## config.mk

```make
export PLATFORM = sky130hd
export DESIGN_NAME = simd_energy_adder
export DESIGN_NICKNAME = d
export VERILOG_FILES = /design/src/rtl/simd_add_pkg.sv /design/src/rtl/lane_ripple_add.sv /design/src/rtl/narrow_cluster.sv /design/src/rtl/wide_add.sv /design/src/rtl/simd_energy_adder.sv
export SDC_FILE = /design/constraint.sdc
export NUM_CORES = 1
export LEC_CHECK = 0
export BUFFER_PORTS_ARGS = -buffer_cell sky130_fd_sc_hd__buf_2
export CORE_MARGIN = 10
export CORE_UTILIZATION = 27
export CTS_CLUSTER_DIAMETER = 80
export DETAILED_ROUTE_END_ITERATION = 8
export GPL_TIMING_DRIVEN = 0
export PLACE_DENSITY_LB_ADDON = 0.3
export SETUP_SLACK_MARGIN = 0.02
export SLEW_MARGIN = 20
export SYNTH_ARGS = -nofsm -noshare
export SYNTH_HDL_FRONTEND = slang
export SYNTH_SLANG_ARGS = --single-unit
```

## constraint.sdc

```tcl
create_clock -name clk -period 7.3 [get_ports clk]
set_input_delay 1.095 -clock clk [delete_from_list [all_inputs] [get_ports clk]]
set_output_delay 1.095 -clock clk [all_outputs]
set_load 0.03 [all_outputs]
```

## src/rtl/simd_add_pkg.sv

```systemverilog
package simd_add_pkg;

    typedef enum logic [1:0] {
        MODE_BYTE = 2'b00,
        MODE_HALF = 2'b01,
        MODE_WORD = 2'b10,
        MODE_RSVD = 2'b11
    } add_mode_e;

    function automatic logic mode_is_narrow(add_mode_e m);
        return (m == MODE_BYTE) || (m == MODE_HALF);
    endfunction

endpackage

```

## src/rtl/lane_ripple_add.sv

```systemverilog
module lane_ripple_add #(
    parameter int W = 8
) (
    input  logic [W-1:0] a,
    input  logic [W-1:0] b,
    input  logic         cin,
    output logic [W-1:0] sum,
    output logic         cout
);
    logic [W:0] chain;

    assign chain[0] = cin;

    for (genvar i = 0; i < W; i++) begin : g_bit
        assign sum[i]     = a[i] ^ b[i] ^ chain[i];
        assign chain[i+1] = (a[i] & b[i]) | (chain[i] & (a[i] ^ b[i]));
    end

    assign cout = chain[W];
endmodule

```

## src/rtl/narrow_cluster.sv

```systemverilog
module narrow_cluster #(
    parameter int LANE_W = 8,
    parameter int LANES  = 4
) (
    input  logic [LANE_W*LANES-1:0] a,
    input  logic [LANE_W*LANES-1:0] b,
    input  logic                    pair_en,
    output logic [LANE_W*LANES-1:0] sum,
    output logic [LANES-1:0]        lane_co
);
    logic [LANES-1:0] lane_ci;

    for (genvar l = 0; l < LANES; l++) begin : g_lane
        if ((l % 2) == 1) begin : g_odd
            // odd lanes take the carry of their even neighbour when paired
            assign lane_ci[l] = pair_en & lane_co[l-1];
        end else begin : g_even
            assign lane_ci[l] = 1'b0;
        end

        lane_ripple_add #(.W(LANE_W)) u_lane (
            .a    (a[l*LANE_W +: LANE_W]),
            .b    (b[l*LANE_W +: LANE_W]),
            .cin  (lane_ci[l]),
            .sum  (sum[l*LANE_W +: LANE_W]),
            .cout (lane_co[l])
        );
    end
endmodule

```

## src/rtl/wide_add.sv

```systemverilog
module wide_add #(
    parameter int W = 32
) (
    input  logic [W-1:0] a,
    input  logic [W-1:0] b,
    output logic [W-1:0] sum,
    output logic         cout
);
    logic [W:0] full;

    assign full = {1'b0, a} + {1'b0, b};
    assign sum  = full[W-1:0];
    assign cout = full[W];
endmodule

```

## src/rtl/simd_energy_adder.sv

```systemverilog
module simd_energy_adder
    import simd_add_pkg::*;
#(
    parameter int LANE_W = 8,
    parameter int LANES  = 4
) (
    input  logic                    clk,
    input  logic                    rst_n,
    input  logic                    in_valid,
    input  logic [1:0]              in_mode,
    input  logic [LANE_W*LANES-1:0] in_a,
    input  logic [LANE_W*LANES-1:0] in_b,
    output logic                    out_valid,
    output logic [LANE_W*LANES-1:0] out_sum,
    output logic [LANES-1:0]        out_carry
);
    localparam int WORD_W = LANE_W * LANES;

    typedef struct packed {
        logic [WORD_W-1:0] nar_a;
        logic [WORD_W-1:0] nar_b;
        logic              nar_pair;
        logic [WORD_W-1:0] wid_a;
        logic [WORD_W-1:0] wid_b;
        logic              stg_vld;
        add_mode_e         stg_mode;
        logic              res_vld;
        logic [WORD_W-1:0] res_sum;
        logic [LANES-1:0]  res_carry;
    } state_t;

    state_t st_q, st_d;

    add_mode_e         mode_in;
    logic              accept;
    logic [WORD_W-1:0] nar_sum;
    logic [LANES-1:0]  nar_co;
    logic [WORD_W-1:0] wid_sum;
    logic              wid_co;

    assign mode_in = add_mode_e'(in_mode);
    assign accept  = in_valid && (mode_in != MODE_RSVD);

    narrow_cluster #(.LANE_W(LANE_W), .LANES(LANES)) u_narrow (
        .a       (st_q.nar_a),
        .b       (st_q.nar_b),
        .pair_en (st_q.nar_pair),
        .sum     (nar_sum),
        .lane_co (nar_co)
    );

    wide_add #(.W(WORD_W)) u_wide (
        .a    (st_q.wid_a),
        .b    (st_q.wid_b),
        .sum  (wid_sum),
        .cout (wid_co)
    );

    always_comb begin
        st_d = st_q;

        // operand isolation: only the selected group loads
        if (in_valid && mode_is_narrow(mode_in)) begin
            st_d.nar_a    = in_a;
            st_d.nar_b    = in_b;
            st_d.nar_pair = (mode_in == MODE_HALF);
        end
        if (in_valid && (mode_in == MODE_WORD)) begin
            st_d.wid_a = in_a;
            st_d.wid_b = in_b;
        end

        st_d.stg_vld = accept;
        if (accept) begin
            st_d.stg_mode = mode_in;
        end

        st_d.res_vld = st_q.stg_vld;
        if (st_q.stg_vld) begin
            if (st_q.stg_mode == MODE_WORD) begin
                st_d.res_sum              = wid_sum;
                st_d.res_carry            = '0;
                st_d.res_carry[LANES-1]   = wid_co;
            end else begin
                st_d.res_sum = nar_sum;
                for (int l = 0; l < LANES; l++) begin
                    st_d.res_carry[l] = ((st_q.stg_mode == MODE_HALF) && ((l % 2) == 0))
                                        ? 1'b0 : nar_co[l];
                end
            end
        end
    end

    always_ff @(posedge clk or negedge rst_n) begin
        if (!rst_n) begin
            st_q          <= '0;
            st_q.stg_mode <= MODE_BYTE;
        end else begin
            st_q <= st_d;
        end
    end

    assign out_valid = st_q.res_vld;
    assign out_sum   = st_q.res_sum;
    assign out_carry = st_q.res_carry;

    // word operands frozen unless a word request arrives
    p_wide_hold_r7: assert property (@(posedge clk) disable iff (!rst_n)
        !(in_valid && in_mode == 2'b10) |=> $stable(st_q.wid_a) && $stable(st_q.wid_b));

    // byte-cluster operands frozen unless a narrow request arrives
    p_narrow_hold_r7: assert property (@(posedge clk) disable iff (!rst_n)
        !(in_valid && (in_mode == 2'b00 || in_mode == 2'b01))
        |=> $stable(st_q.nar_a) && $stable(st_q.nar_b) && $stable(st_q.nar_pair));

    // a staged request always produces a strobe on the next edge
    p_strobe_follows_r4: assert property (@(posedge clk) disable iff (!rst_n)
        st_q.stg_vld |=> out_valid);

    // without a staged request, outputs hold and the strobe stays low
    p_idle_hold_r5: assert property (@(posedge clk) disable iff (!rst_n)
        !st_q.stg_vld |=> !out_valid && $stable(out_sum) && $stable(out_carry));

    // a reserved request never enters the pipeline
    p_reserved_drop_r6: assert property (@(posedge clk) disable iff (!rst_n)
        (in_valid && in_mode == 2'b11) |=> !st_q.stg_vld);

    // even-lane carry flags are cleared for halfword results
    p_half_carry_mask_r2: assert property (@(posedge clk) disable iff (!rst_n)
        (st_q.stg_vld && st_q.stg_mode == MODE_HALF) |=> (out_carry[0] == 1'b0) && (out_carry[2] == 1'b0));

    // only the top carry flag may be set for word results
    p_word_carry_mask_r3: assert property (@(posedge clk) disable iff (!rst_n)
        (st_q.stg_vld && st_q.stg_mode == MODE_WORD) |=> $countones(out_carry[LANES-2:0]) == 0);
endmodule

```

==> results.ini <==
[finish]
fillers=3473
regArea_um2=4230
area_growth_pct=18.9
fin_util_pct=32.7
final_area_um2=11000
final_cells=1408
nNetsFinal=1081
multi_input_area_um2=4480
layout-drive-gt1-share_pct=32.7
num_antenna_cells=0

[yosys]
yosys-top-cells-count=dfrtp_1 (169), mux2_2 (121), a21oi_1 (63), nand2_1 (54), nor2_1 (50)
synth-main-ff-cell=dfrtp_1
synth_area_leaders=dfrtp_1 (46%), mux2_2 (15%), fa_1 (6.7%)
avgSynthCellArea_um2=11.3
yosysTopAreaCellShare_pct=45.7
synth_top_cell_by_area=dfrtp_1
synth_edf_count=0
yosysMostFrequentCell=dfrtp_1
syn_area_um2=9240
synth.distinct_cells=54
ys_seq_area_share_pct=45.7
synth_nets=954
ys_warn_count=0
ys_seq_elements=169
synthCells=820
async_flop_share_pct=100

[outcome]
status=completed

[timing]
worst_pin_slew_ns=0.937
final.setup.tns_ns=0
slew_headroom_pct=37.5
fin_skew_ns=0.0122
min_period_ns=6.95
finalMaxSlewViolations=0
rsz0062_at_grt=false
fmax_mhz=144
hold_viol=0
min_period_over_period_pct=95.2
setup_viol=0

[worst_setup_path]
cp-startpoint=st_q[105]
crit_type=reg2reg
rr_startpoint=st_q[105]
rr_worst_depth=24
endpoint=out_sum[15]
end_kind=flop
r2r_end=out_sum[15]
critPathArrivalTime_ns=7.31
start_kind=flop
cp_max_fo=2
required_ns=7.66
ff2ff_setup_slack_ns=0.35

[place]
dpl-instance-area_um2=10400
place_congestion=0.880
dp.final_hpwl_um=20700
dp.cells=1375
io_buffers=105

[clocking]
clk_pin_slew_worst_paths_ns=0.08
h-tree-depth=4
cts_hold_buf=0
cts-root-buf=clkbuf_16
clock_latency_ns=0.44
tritoncts=yes
cts_buffers=17
cts_max_path_buffers=2
cts.sinks=169

[detailed_routing]
vias=6643
drc=0
via_per_inst=4.72
wl_um=27300
dr.pass1.iters=5
ant_nets=0
drt-initial-drc-count=474
post_drt_wl_per_cell_um=19.4

[grt]
antenna_found_initial=1
grt_max_degree=90
grt_pass1_wl_um=41700
grt_overflow=0
grt_util_all_layers_pct=13.0
first_global_vias=7000

[power]
ir_worst_vdd_mv=0.170
totalPowerFinal_mw=3.69
power_density_nw_per_um2=336
p_leak_nw=4.84

[floorplan]
die_h_um=205
io_pins=106
rows=67
die_area_um2=42000
chipWidth_um=205
coreArea_um2=33600
start_util_pct=27.5

[worst_hold_path]
hp-class=reg2reg

[run]
drv_cap=0

-- worst min path at each step --
stage,start,to,slack [ns],cells past startpoint
after detailed placement,st_d[36],out_valid,0.36,0
after global placement,st_d[36],out_valid,0.36,0
after floorplan,st_d[36],out_valid,0.35,0
after CTS,st_d[36],out_valid,0.39,0
after global routing,st_d[36],out_valid,0.41,0
final,st_d[36],out_valid,0.39,0
-- worst max-delay path: stages (launching register included) --
cell and delay (ns):
dfrtp_1 0.39, ha_1 0.22, fa_1 0.39, fa_2 0.36, fa_1 0.39, fa_1 0.40
fa_1 0.40, fa_1 0.43, inv_1 0.11, fa_2 0.21, nor2b_1 0.08, fa_1 0.39
fa_1 0.41, fa_1 0.40, fa_1 0.40, fa_1 0.38, inv_1 0.10, fa_1 0.17
inv_1 0.05, fa_1 0.35, inv_1 0.08, fa_1 0.41, nor2_1 0.12, a21oi_1 0.05
a21oi_1 0.17
-- repair_timing --
item	in CTS	in global routing
gates resized for setup	0	4
setup buffers	0	1
setup endpoints to repair	0	2
-- cell usage in the layout (no fill, tap or decap), types with 4 or more instances in the layout --
cell type,synthesis,layout
dfrtp_1,169,169
mux2_2,121,121
buf_2,1,105
a21oi_1,63,63
nand2_1,54,54
nor2_1,50,50
o21ai_0,45,45
buf_4,38,39
ha_1,34,34
inv_1,29,29
clkbuf_1,27,27
fa_1,31,27
clkbuf_16,0,17
xnor2_1,15,15
nand4_1,13,13
a21o_1,13,13
xor2_1,10,10
a31oi_1,8,8
and3_1,8,8
inv_6,0,8
nand3_1,7,7
nor3_1,7,7
or3_1,7,7
a221o_1,7,7
nor2b_1,6,6
o211ai_1,5,5
buf_1,4,4
a211oi_1,4,4
o21a_1,4,4
o21bai_1,4,4
fa_2,0,4
-- area by class of cell --
cell class,instances,share of cell area [%]
Clock inverter,15,1.37
Timing Repair Buffer,108,5.44
Inverter,30,1.02
Tap cell,448,5.10
Clock buffer,17,3.87
Sequential cell,169,38.5
Buffer,72,3.95
Multi-Input combinational cell,549,40.8
-- stage by stage --
step / setup slack, ns / hold slack, ns
after floorplan: 0.852 / 0.352
after global placement: 0.233 / 0.359
after detailed placement: 0.214 / 0.362
after CTS: 0.192 / 0.387
after global routing: 0.0206 / 0.406
final: 0.350 / 0.388
-- flip-flops by register name, summed over array words and instances, names as in the netlist --
| register | flops |
|---|---|
| out_carry | 4 |
| out_sum | 32 |
| out_valid | 1 |
| st_d | 1 |
| st_q | 131 |
-- kinds of logic after synthesis --
group	Yosys count	synth area share (%)
compound gates	175	11.8
flops	169	45.7
simple gates	163	8.14
mux	121	14.7
buf+inv	102	5.91
fa+ha+maj	65	11.3
xor+xnor	25	2.37
-- where the power goes --
group	internal [mW]	switching, mW
registers	1.14	0.156
logic	0.636	0.851
clock network	0.483	0.427
-- per-layer routing --
layer / wire length (um) / track usage, % / vias to the layer above
met1: 12900 / 17.3 / 3359
li1: - / - / 3105
met5: 13 / 0 / -
met4: 403 / 3.75 / 2
met3: 1270 / 2.65 / 24
met2: 12700 / 21.0 / 153
No activity file was read; power rests on OpenSTA's default activity.
